===== src/rtl/rom_rd_pkg.sv =====
package rom_rd_pkg;

    typedef enum logic [2:0] {
        ST_IDLE = 3'd0,
        ST_T1   = 3'd1,
        ST_T2W1 = 3'd2,
        ST_T2W  = 3'd3,
        ST_T2   = 3'd4,
        ST_T3   = 3'd5,
        ST_T3H  = 3'd6
    } rd_state_e;

endpackage


===== src/rtl/rom_page_reg.sv =====
module rom_page_reg #(
    parameter int EXT_W = 3
) (
    input  logic             clk,
    input  logic             rst_n,
    input  logic             page_wr,
    input  logic [EXT_W-1:0] page_din,
    output logic [EXT_W-1:0] page_q
);

    always_ff @(posedge clk) begin
        if (!rst_n) begin
            page_q <= '0;
        end else if (page_wr) begin
            page_q <= page_din;
        end
    end

endmodule


===== src/rtl/rom_req_hold.sv =====
module rom_req_hold #(
    parameter int ADDR_W = 16
) (
    input  logic              clk,
    input  logic              rst_n,
    input  logic              req,
    input  logic [ADDR_W-1:0] req_addr,
    input  logic              seq_idle,
    input  logic              seq_last,
    output logic              start,
    output logic [ADDR_W-1:0] start_addr
);

    logic              pend_q;
    logic [ADDR_W-1:0] pend_addr_q;

    // A cycle may begin from idle, or back to back after the hold state.
    always_comb begin
        start      = (seq_idle && req) || (seq_last && (pend_q || req));
        start_addr = pend_q ? pend_addr_q : req_addr;
    end

    always_ff @(posedge clk) begin
        if (!rst_n) begin
            pend_q      <= 1'b0;
            pend_addr_q <= '0;
        end else if (seq_last && pend_q) begin
            // held request leaves now; a fresh request takes its slot
            pend_q      <= req;
            pend_addr_q <= req_addr;
        end else if (!seq_idle && !seq_last && req && !pend_q) begin
            pend_q      <= 1'b1;
            pend_addr_q <= req_addr;
        end
    end

    // a held request only exists while a cycle is running
    a_r8_held_only_when_busy: assert property (@(posedge clk) disable iff (!rst_n)
        pend_q |-> !seq_idle);

    // a held request is consumed at the end of the running cycle
    a_r8_held_starts_after_t3h: assert property (@(posedge clk) disable iff (!rst_n)
        (pend_q && seq_last) |-> start);

endmodule


===== src/rtl/rom_rd_seq.sv =====
module rom_rd_seq
    import rom_rd_pkg::*;
#(
    parameter int ADDR_W  = 16,
    parameter int EXT_W   = 3,
    parameter int DATA_W  = 8,
    parameter int NUM_T2W = 3
) (
    input  logic              clk,
    input  logic              rst_n,
    input  logic              start,
    input  logic [ADDR_W-1:0] start_addr,
    input  logic [EXT_W-1:0]  page_q,
    input  logic [DATA_W-1:0] bus_din,
    output logic [ADDR_W-1:0] bus_addr,
    output logic [EXT_W-1:0]  bus_ext,
    output logic              bus_cs_n,
    output logic [DATA_W-1:0] rd_data,
    output logic              rd_ack,
    output logic              seq_idle,
    output logic              seq_last
);

    localparam int CNT_W = (NUM_T2W > 1) ? $clog2(NUM_T2W) : 1;
    localparam logic [CNT_W-1:0] LAST_CNT = CNT_W'(NUM_T2W - 1);

    rd_state_e         state_q, state_d;
    logic [CNT_W-1:0]  wcnt_q;
    logic [ADDR_W-1:0] addr_q;
    logic [EXT_W-1:0]  ext_q;
    logic [DATA_W-1:0] data_q;
    logic              cs_n_q;
    logic              ack_q;

    // next-state logic
    always_comb begin
        state_d = state_q;
        unique case (state_q)
            ST_IDLE: if (start) state_d = ST_T1;
            ST_T1:   state_d = ST_T2W1;
            ST_T2W1: state_d = ST_T2W;
            ST_T2W:  if (wcnt_q == LAST_CNT) state_d = ST_T2;
            ST_T2:   state_d = ST_T3;
            ST_T3:   state_d = ST_T3H;
            ST_T3H:  state_d = start ? ST_T1 : ST_IDLE;
            default: state_d = ST_IDLE;
        endcase
    end

    // state register
    always_ff @(posedge clk) begin
        if (!rst_n) begin
            state_q <= ST_IDLE;
        end else begin
            state_q <= state_d;
        end
    end

    // registered outputs and datapath
    always_ff @(posedge clk) begin
        if (!rst_n) begin
            wcnt_q <= '0;
            cs_n_q <= 1'b1;
            ack_q  <= 1'b0;
            data_q <= '0;
            addr_q <= '0;
            ext_q  <= '0;
        end else begin
            wcnt_q <= (state_q == ST_T2W && state_d == ST_T2W) ? wcnt_q + 1'b1 : '0;
            cs_n_q <= !(state_d == ST_T2W1 || state_d == ST_T2W || state_d == ST_T2);
            ack_q  <= (state_q == ST_T3H);
            if (state_q == ST_T2) begin
                data_q <= bus_din;
            end
            if (start) begin
                addr_q <= start_addr;
                ext_q  <= page_q;
            end
        end
    end

    always_comb begin
        bus_addr = (state_q != ST_IDLE) ? addr_q : '0;
        bus_ext  = (state_q != ST_IDLE) ? ext_q  : '0;
        bus_cs_n = cs_n_q;
        rd_ack   = ack_q;
        rd_data  = data_q;
        seq_idle = (state_q == ST_IDLE);
        seq_last = (state_q == ST_T3H);
    end

    // chip select goes low only right after T1
    a_r3_cs_fall_after_t1: assert property (@(posedge clk) disable iff (!rst_n)
        $fell(cs_n_q) |-> $past(state_q) == ST_T1);

    // wait counter never passes its last value
    a_r3_wait_bound: assert property (@(posedge clk) disable iff (!rst_n)
        wcnt_q <= LAST_CNT);

    // returned byte is the bus value from the T2 cycle
    a_r4_data_from_t2: assert property (@(posedge clk) disable iff (!rst_n)
        ack_q |-> rd_data == $past(bus_din, 3));

    // chip select is released through T3 and T3H
    a_r5_cs_high_tail: assert property (@(posedge clk) disable iff (!rst_n)
        (state_q == ST_T3 || state_q == ST_T3H) |-> cs_n_q);

    // acknowledge is a single-cycle pulse following T3H
    a_r6_ack_after_t3h: assert property (@(posedge clk) disable iff (!rst_n)
        ack_q |-> ($past(state_q) == ST_T3H) && $past(!ack_q));

endmodule


===== src/rtl/rom_rd_ctrl.sv =====
module rom_rd_ctrl #(
    parameter int ADDR_W  = 16,
    parameter int EXT_W   = 3,
    parameter int DATA_W  = 8,
    parameter int NUM_T2W = 3
) (
    input  logic              clk,
    input  logic              rst_n,
    input  logic              rd_req,
    input  logic [ADDR_W-1:0] rd_addr,
    input  logic              page_wr,
    input  logic [EXT_W-1:0]  page_din,
    output logic              rd_ack,
    output logic [DATA_W-1:0] rd_data,
    output logic [ADDR_W-1:0] rom_addr,
    output logic [EXT_W-1:0]  rom_ext,
    output logic              rom_cs_n,
    input  logic [DATA_W-1:0] rom_dq_i,
    output logic [DATA_W-1:0] rom_dq_o,
    output logic              rom_dq_oe
);

    logic [EXT_W-1:0]  page_q;
    logic              start;
    logic [ADDR_W-1:0] start_addr;
    logic              seq_idle;
    logic              seq_last;

    rom_page_reg #(.EXT_W(EXT_W)) u_page (
        .clk      (clk),
        .rst_n    (rst_n),
        .page_wr  (page_wr),
        .page_din (page_din),
        .page_q   (page_q)
    );

    rom_req_hold #(.ADDR_W(ADDR_W)) u_hold (
        .clk        (clk),
        .rst_n      (rst_n),
        .req        (rd_req),
        .req_addr   (rd_addr),
        .seq_idle   (seq_idle),
        .seq_last   (seq_last),
        .start      (start),
        .start_addr (start_addr)
    );

    rom_rd_seq #(
        .ADDR_W  (ADDR_W),
        .EXT_W   (EXT_W),
        .DATA_W  (DATA_W),
        .NUM_T2W (NUM_T2W)
    ) u_seq (
        .clk        (clk),
        .rst_n      (rst_n),
        .start      (start),
        .start_addr (start_addr),
        .page_q     (page_q),
        .bus_din    (rom_dq_i),
        .bus_addr   (rom_addr),
        .bus_ext    (rom_ext),
        .bus_cs_n   (rom_cs_n),
        .rd_data    (rd_data),
        .rd_ack     (rd_ack),
        .seq_idle   (seq_idle),
        .seq_last   (seq_last)
    );

    // read-only controller, the data bus is never driven
    assign rom_dq_o  = '0;
    assign rom_dq_oe = 1'b0;

    // address and page lines hold from T1 through T3H
    a_r5_addr_hold: assert property (@(posedge clk) disable iff (!rst_n)
        (!seq_idle && $past(!seq_idle) && !$past(seq_last)) |-> ($stable(rom_addr) && $stable(rom_ext)));

    // idle bus shows no address and no select
    a_r1_idle_quiet: assert property (@(posedge clk) disable iff (!rst_n)
        seq_idle |-> (rom_cs_n && rom_addr == '0 && rom_ext == '0));

endmodule


===== config.mk =====
export PLATFORM = sky130hd
export DESIGN_NAME = rom_rd_ctrl
export DESIGN_NICKNAME = d
export VERILOG_FILES = /design/src/rtl/rom_rd_pkg.sv /design/src/rtl/rom_page_reg.sv /design/src/rtl/rom_req_hold.sv /design/src/rtl/rom_rd_seq.sv /design/src/rtl/rom_rd_ctrl.sv
export SDC_FILE = /design/constraint.sdc
export NUM_CORES = 1
export LEC_CHECK = 0
export BUFFER_PORTS_ARGS = -buffer_cell sky130_fd_sc_hd__buf_2
export CAP_MARGIN = 40
export CORE_MARGIN = 4
export CORE_UTILIZATION = 30
export DETAILED_ROUTE_END_ITERATION = 16
export PLACE_DENSITY_LB_ADDON = 0.15
export SETUP_SLACK_MARGIN = 0.1
export SYNTH_ARGS = -nofsm -noshare
export SYNTH_HDL_FRONTEND = slang
export SYNTH_SLANG_ARGS = --single-unit
export TNS_END_PERCENT = 5

===== constraint.sdc =====
create_clock -name clk -period 1.9 [get_ports clk]
set_input_delay 0.095 -clock clk [delete_from_list [all_inputs] [get_ports clk]]
set_output_delay 0.095 -clock clk [all_outputs]
set_load 0.1 [all_outputs]

==> flow_metrics.tcl, run 1 <==
set metrics [dict create \
    synthDistinctLibCells 32 \
    yosysSeqAreaShare_pct 43.2 \
    synthTopCellsByCount "54 x dfxtp_1, 54 x nand2_1, 43 x mux2i_1, 31 x nor2b_1, 16 x o211a_1" \
    fp.dieW_um 99.3 \
    synth_top_family_by_area "simple AND/OR/NAND/NOR gates" \
    clock_skew_ps 12.5 \
    syn_avg_cell_area_um2 9.51 \
    synth_top_area_cell "dfxtp_1" \
    place_inst 419 \
    die-height_um 99.3 \
    drt_wl_total_mm 5.27 \
    core_mm2 0.00818 \
    grt-ovfl-total 0 \
    hold_path.class "in2reg" \
    postPlaceCellArea_mm2 0.00317 \
    critPathLaunchType "register" \
    setup_violations 0 \
    crit_path_cell_trace "nor3_4 -> buf_16 -> nor2b_1 -> buf_2" \
    final-instance-count-excl-fill 428 \
    fmaxAchievable_mhz 582 \
    p_sw_mw 0.901 \
    synth_area_mm2 0.00250 \
    internal-power_mw 1.75 \
    cap_violations 0 \
    grt_busiest_layer "met2" \
    synth_xor_xnor_area_share_pct 0.350 \
    finalNetCount 354 \
    synthToLayoutAreaGrowth_pct 30.9 \
    clock-root-buffer "clkbuf_8" \
    outcome "finished, final reports clean" \
    synth_area_leaders "dfxtp_1 43%, mux2i_1 17%, nand2_1 8.1%" \
    synth_top_area_share_pct 43.2 \
    diodes 0 \
    muxShareOfSynthArea_pct 18.1 \
    gp_congestion 0.766 \
    setup_ws_ps 181 \
    clock_sinks 54 \
    synthArstFlopShare_pct 0 \
    rsz0062_at_grt "true" \
    dp_slack_ps 142 \
    drv_slew 0 \
    grt_pass1_vias 1902 \
    synth_edf_count 0 \
    grt_util_met2_pct 17.5 \
    synth_seq_cells 54 \
    cp-end-kind "output port" \
    fp.dieArea_mm2 0.00986 \
    worst-setup-path-type "reg2out" \
    clockPowerShare_pct 23.7 \
    place_hpwl_mm 3.84 \
    cts_hold_repair.buffers 0 \
    clock_latency_ps 300 \
    stdcell_area_mm2 0.00327 \
    finalSetupTns_ps 0 \
    postRouteAntennaNets 0 \
    dr.pass1.iters 4 \
    grt_pass1_wl_mm 9.03 \
    viasPerCell 4.37 \
    p_total_mw 2.65 \
    htree_levels 2 \
    period_share_pct 90.5 \
    vias 1872 \
    leakage_nw 1.53 \
    required_ps 1800 \
    cts_tree "yes" \
    synth_fa_ha_area_share_pct 0.500 \
    hold_viol_final 0 \
    critPathMaxFanout 14 \
    power.density_mw_per_mm2 810 \
    worst-endpoint-arrival_ps 1620 \
    start_util_pct 30.6 \
    crit_family "buffers and inverters" \
    wl_per_cell_um 12.3 \
    synth-compound-area-share_pct 10.3 \
    slowest_delay_ps 410 \
    period_needed_ps 1720 \
    port_buffers 59 \
    layout-drive-gt1-share_pct 29.4 \
    clkTransAtPathRegs_ps 100 \
    track_usage_pct 11.3 \
    ir_drop_uv 320 \
    drc_errors 0 \
    met3_usage_pct 2.66 \
    grt_max_degree 29 \
    io_pins 69 \
    cts.repair.resized 0 \
    p_seq_share_pct 47.2 \
    cp_slowest_cell "nor3_4" \
    clock_path_buffers 2 \
    drtIter0Drc 35 \
    p_comb_share_pct 29.1 \
    antenna_found_initial 0 \
    synth-simple-area-share_pct 20.2 \
    sw_frac_of_total_pct 34.0 \
    yosysWarnings 0 \
    cts_inserted_buffers 5 \
    rows 33 \
    critPathBufInv 2 \
    synth_cells 263 \
    met1_usage_pct 15.6 \
    synth_flop_cell "dfxtp_1" \
]
-- cell type report --
cell class | instances | area (µm²)
Fill cell | 843 | 4900
Multi-Input combinational cell | 187 | 1310
Sequential cell | 54 | 1080
Timing Repair Buffer | 71 | 656
Tap cell | 105 | 131
Clock buffer | 6 | 72.6
Clock inverter | 2 | 13.8
Inverter | 3 | 11.3
-- stage by stage --
step                hold slack, ps  utilization, %
CTS                           22.7            39.8
finish                        36.7            40.0
floorplan                      234               -
detailed placement             358            38.7
global route                  18.4            40.0
global placement               351            38.4
-- metal layers --
metal  routed length (µm)  part of all wire (%)  vias up
met1                 2600                    49      855
met2                 2440                    46       37
met5                    0                     0        -
met4                   49                  0.93        0
li1                     -                     -      976
met3                  178                   3.4        4
-- power groups by stage --
stage	combinational, mW	sequential (mW)	clock, mW
2_1_floorplan	0.557	1.28	0
3_3_place_gp	0.747	1.28	0
3_5_place_dp	0.772	1.28	0
4_1_cts	0.774	1.25	0.669
5_1_grt	0.829	1.26	0.707
6_report	0.771	1.25	0.628
-- layout by cell type, fill, tap and decap left out, drive strengths merged --
| cell | instances |
|---|---|
| clkinv | 2 |
| nor2 | 2 |
| ha | 1 |
| nand2 | 54 |
| mux2i | 44 |
| xor2 | 1 |
| conb | 9 |
| inv | 3 |
| nor4 | 2 |
| o22ai | 1 |
| a211oi | 1 |
| nand3 | 3 |
| or2 | 1 |
| o211ai | 1 |
| nor3 | 1 |
| or2b | 1 |
| and2 | 1 |
| nand2b | 4 |
| buf | 71 |
| nor2b | 31 |
| a21oi | 6 |
| o211a | 16 |
| or3b | 1 |
| o21ai | 6 |
| dfxtp | 54 |
| clkbuf | 6 |
-- worst paths after layout --
path / slack, ps / cells after the start / end / start
min: 40 / 3 / u_hold.pend_addr_q[7] / rd_addr[7]
max reg2reg: 260 / 6 / u_seq.addr_q[4] / u_seq.state_q[1]
min reg2reg: 440 / 1 / u_seq.wcnt_q[0] / u_seq.wcnt_q[0]
max: 180 / 4 / rom_addr[0] / u_seq.state_q[0]
-- what timing repair did --
| action | in CTS | in global routing |
|---|---|---|
| setup endpoints to repair | 1 | 19 |
| pin swaps | 1 | 0 |
| setup buffers | 0 | 1 |
-- state kept, by name (all words and copies together), names as in the netlist --
register / flops
u_hold.pend_addr_q: 16
u_seq.addr_q: 16
u_seq.rd_data: 8
u_page.page_q: 3
u_seq.ext_q: 3
u_seq.state_q: 3
u_seq.wcnt_q: 2
u_hold.pend_q: 1
u_seq.bus_cs_n: 1
u_seq.rd_ack: 1
-- worst reg2reg max path, cell delays in order (launching register included) --
cell	delay [ps]
dfxtp_1	370
buf_4	170
or3b_1	420
a21oi_4	200
buf_12	190
nand2_1	80
o211a_1	120
-- logic make-up after synthesis --
kind of cell / after synthesis
flops: 54
simple gates: 101
compound gates: 31
buf+inv: 30
other cells: 1
mux: 44
fa+ha+maj: 1
xor+xnor: 1
Note: power is estimated with default switching activity, not from simulation.
==> run 2, diff against run 1 <==
- CORE_UTILIZATION: 30 -> 45
==> flow_metrics.tcl, run 2 (synthesis gave the netlist of run 1 again) <==
set metrics [dict create \
    cp-end-kind "output port" \
    p_sw_mw 0.886 \
    min_to "u_hold.pend_addr_q[1]" \
    clock_skew_ps 9.16 \
    hold_viol_final 0 \
    clock_path_buffers 2 \
    cts_inserted_buffers 5 \
    grt-ovfl-total 0 \
    diodes 0 \
    grt_pass1_wl_mm 7.82 \
    hold_start "rd_addr[1]" \
    clkTransAtPathRegs_ps 100 \
    n_fill_cell 494 \
    sw_frac_of_total_pct 32.5 \
    vias 1878 \
    htree_levels 2 \
    fp.dieW_um 82.6 \
    finalNetCount 353 \
    grt_pass1_vias 1690 \
    die-height_um 82.6 \
    worstReg2RegStart "u_hold.pend_q" \
    final-instance-count-excl-fill 392 \
    hold_depth 3 \
    track_usage_pct 15.0 \
    r2r_end "u_seq.addr_q[14]" \
    worst-endpoint-arrival_ps 1640 \
    rsz0062_at_grt "true" \
    fmaxAchievable_mhz 576 \
    p_comb_share_pct 26.3 \
    io_pins 69 \
    drv_slew 0 \
    drtIter0Drc 48 \
    final_cell_mix "54 x nand2_1, 52 x dfxtp_1, 44 x buf_2" \
    cts_hold_repair.buffers 0 \
    p_seq_share_pct 46.1 \
    reg2reg_depth 5 \
    port_buffers 59 \
    postRouteAntennaNets 0 \
    clock-root-buffer "clkbuf_8" \
    wl_per_cell_um 12.4 \
    setup_violations 0 \
    clock_sinks 54 \
    layout-drive-gt1-share_pct 30.1 \
    ir_drop_uv 445 \
    outcome "finished, final reports clean" \
    period_needed_ps 1740 \
    required_ps 1800 \
    drc_errors 0 \
    leakage_nw 1.50 \
    power.density_mw_per_mm2 871 \
    core_mm2 0.00524 \
    cap_violations 0 \
    synthToLayoutAreaGrowth_pct 25.0 \
    rows 26 \
    fp.dieArea_mm2 0.00681 \
    cts_tree "yes" \
    hold_path.class "in2reg" \
    grt_max_degree 34 \
    internal-power_mw 1.84 \
    drt_wl_total_mm 4.86 \
    place_inst 383 \
    clock_latency_ps 300 \
    start_util_pct 47.8 \
    reg2reg_setup_slack_ps 300 \
    dr.pass1.iters 4 \
    final_common_cell "nand2_1" \
    critPathMaxFanout 7 \
    viasPerCell 4.79 \
    worst-setup-path-type "reg2out" \
    gp_congestion 0.768 \
    antenna_found_initial 0 \
    clockPowerShare_pct 27.6 \
    hold_slack_ps 31.3 \
    place_hpwl_mm 3.46 \
    critPathLaunchType "register" \
    period_share_pct 91.4 \
]
==> run 2: cell count changes in the layout (fill, tap and decap cells not counted), sizes merged <==
cell and change:
clkbuf +6, buf -8, bufinv +1
==> run 2: per-layer routing <==
layer  wire (µm)  track usage, %  share of wire (%)  up-vias
met2        2330            23.6                 48       39
met5           0               0                  0        -
met4          62            5.39                1.3        0
li1            -               -                  -      975
met1        2230            19.7                 46      860
met3         239            3.90                4.9        4
==> run 2: stage by stage <==
step	instance area [µm²]	utilization [%]	setup TNS, ps	setup WS [ps]	power [mW]
2_1_floorplan	2560	-	-2330	-234	1.84
3_3_place_gp	2980	56.8	0	185	1.98
3_5_place_dp	2980	56.8	0	100	1.99
4_1_cts	3090	58.9	0	61.8	2.75
5_1_grt	3130	59.7	0	63.5	2.86
6_report	3130	59.7	0	164	2.72
==> run 2: power by group through the flow <==
stage | Combinational, mW | Sequential [mW] | Clock (mW)
2_1_floorplan | 0.557 | 1.28 | 0
3_3_place_gp | 0.703 | 1.28 | 0
3_5_place_dp | 0.707 | 1.28 | 0
4_1_cts | 0.709 | 1.25 | 0.783
5_1_grt | 0.765 | 1.26 | 0.829
6_report | 0.715 | 1.25 | 0.753
==> run 2: how the worst max path moves through the flow <==
stage / from / to / slack (ps) / cells past startpoint
floorplan: u_seq.state_q[1] / rom_addr[0] / -230 / 3
global placement: u_seq.state_q[2] / u_hold.pend_addr_q[11] / 180 / 4
detailed placement: u_seq.state_q[2] / u_hold.pend_addr_q[3] / 100 / 4
CTS: u_seq.state_q[1] / rom_addr[4] / 60 / 4
global route: u_seq.state_q[0] / rom_addr[4] / 60 / 5
finish: u_seq.state_q[0] / rom_addr[4] / 160 / 5
==> run 2: cell type report <==
type | count | area [µm²] | share of cell area (%)
clock inverters | 3 | 40.0 | 1.28
clock buffers | 5 | 68.8 | 2.20
flip-flops and latches | 54 | 1080 | 34.7
well taps | 70 | 87.6 | 2.80
inverters | 3 | 11.3 | 0.360
repair buffers | 70 | 528 | 16.9
multi-input cells | 187 | 1310 | 41.8
==> run 2: what timing repair did <==
| action | in CTS | in global routing |
|---|---|---|
| endpoints found under the hold margin | 0 | 0 |
| setup buffers | 0 | 1 |
| resized for setup | 1 | 9 |
| setup endpoints to repair | 11 | 25 |
| gates cloned | 0 | 0 |
| pin swaps | 0 | 1 |
==> run 2: critical path: stages (launching register included) <==
cell and delay, ps:
dfxtp_1 320, buf_4 160, nor3_4 280, buf_4 250
nor2b_1 60, clkbuf_4 270
==> run 3, diff against run 2 <==
- CELL_PAD_IN_SITES_DETAIL_PLACEMENT: unset -> 1
- CELL_PAD_IN_SITES_GLOBAL_PLACEMENT: unset -> 2
- CORE_UTILIZATION: 45 -> 31
==> flow_metrics.tcl, run 3 (synthesis gave the netlist of run 1 again) <==
set metrics [dict create \
    fp.dieW_um 97.8 \
    diodes 0 \
    setup.worst_path.start "u_seq.state_q[1]" \
    grt_pass1_vias 2031 \
    worst-endpoint-arrival_ps 1650 \
    track_usage_pct 12.4 \
    clkTransAtPathRegs_ps 90 \
    rows 32 \
    hold_viol_final 0 \
    postRouteAntennaNets 0 \
    clock_path_buffers 2 \
    stdcell_area_mm2 0.00324 \
    core_mm2 0.00777 \
    cp-end-kind "output port" \
    clock-root-buffer "clkbuf_8" \
    fmaxAchievable_mhz 575 \
    clock_latency_ps 300 \
    rsz0062_at_grt "true" \
    cap_violations 0 \
    vias 1921 \
    grt_max_degree 57 \
    drtIter0Drc 28 \
    power.density_mw_per_mm2 815 \
    final_cell_mix "54 x nand2_1, 54 x dfxtp_1, 43 x mux2i_1" \
    slew_headroom_pct 51.5 \
    place_hpwl_mm 4.08 \
    viasPerCell 4.53 \
    drc_errors 0 \
    postPlaceCellArea_mm2 0.00314 \
    period_needed_ps 1740 \
    layout-drive-gt1-share_pct 28.9 \
    wl_per_cell_um 13.5 \
    antenna_found_initial 0 \
    hold_start "rd_addr[2]" \
    setup_violations 0 \
    drt_wl_total_mm 5.71 \
    critPathLaunchType "register" \
    htree_levels 2 \
    gp_congestion 0.755 \
    worstReg2RegStart "u_hold.pend_q" \
    hold_path.class "in2reg" \
    outcome "finished, final reports clean" \
    cts_inserted_buffers 5 \
    fin_util_pct 41.8 \
    cts_hold_repair.buffers 0 \
    ir_drop_uv 291 \
    clock_sinks 54 \
    port_buffers 59 \
    dr.pass1.iters 4 \
    clock_skew_ps 4.76 \
    required_ps 1800 \
    leakage_nw 1.52 \
    cts_tree "yes" \
    worst_slew_pin_slew_ps 725 \
    finalNetCount 354 \
    drv_slew 0 \
    period_share_pct 91.6 \
    worst-setup-path-type "reg2out" \
    fp.dieArea_mm2 0.00957 \
    grt_pass1_wl_mm 9.71 \
    reg2reg_setup_slack_ps 260 \
    start_util_pct 32.2 \
    io_pins 69 \
    grt-ovfl-total 0 \
    die-height_um 97.8 \
    synthToLayoutAreaGrowth_pct 29.7 \
    critPathMaxFanout 5 \
]
run 3: cell count changes in the layout (fill, tap and decap cells not counted):
cell and change:
dfxtp_1 +2, dfxtp_2 -2, bufinv_16 -1, buf_2 -2, clkbuf_4 -5, buf_12 +8
clkinv_2 -2, clkbuf_1 +2
run 3: layer usage:
layer | part of all wire (%) | vias up | track usage (%)
met5 | 0 | - | 0
met2 | 47 | 44 | 20.8
li1 | - | 977 | -
met1 | 47 | 894 | 15.5
met3 | 5.3 | 6 | 3.43
met4 | 1.2 | 0 | 3.51
run 3: cell type report:
type,instances,area (µm²)
inverters,3,11.3
flip-flops and latches,54,1080
well taps,102,128
clock buffers,7,76.3
repair buffers,71,641
multi-input cells,187,1310
fillers,934,4520
run 3: through the flow:
step | power [mW] | instances | TNS (ps) | setup WS [ps] | hold slack, ps
2_1_floorplan | 1.84 | 271 | -2330 | -234 | 234
3_3_place_gp | 2.04 | 415 | 0 | 304 | 350
3_5_place_dp | 2.05 | 415 | 0 | 240 | 360
4_1_cts | 2.69 | 424 | 0 | 140 | 25.4
5_1_grt | 2.79 | 424 | 0 | 91.1 | 23.6
6_report | 2.64 | 424 | 0 | 159 | 37.8
run 3: worst max-delay path, cell delays in order, from the launching register on:
cell     delay, ps
dfxtp_1        360
buf_4          180
nor3_4         310
buf_4          180
nor2b_1         40
buf_2          280
run 3: final timing paths:
kind                            cells past startpoint                    end
worst max-delay path                                5             rom_ext[2]
worst min-delay path                                3  u_hold.pend_addr_q[2]
worst max register to register                      4  u_hold.pend_addr_q[5]
worst min register to register                      1        u_seq.wcnt_q[0]
run 3: where the power goes:
group          internal [mW]  switching, mW  leakage (nW)
sequential              1.21         0.0389         0.442
combinational          0.282          0.504          1.04
clock                  0.255          0.356        0.0383
run 3: what timing repair did:
item | in CTS | in global routing
pin swaps | 1 | 1
setup buffers | 2 | 0
resized for setup | 2 | 3
setup endpoints to repair | 15 | 6
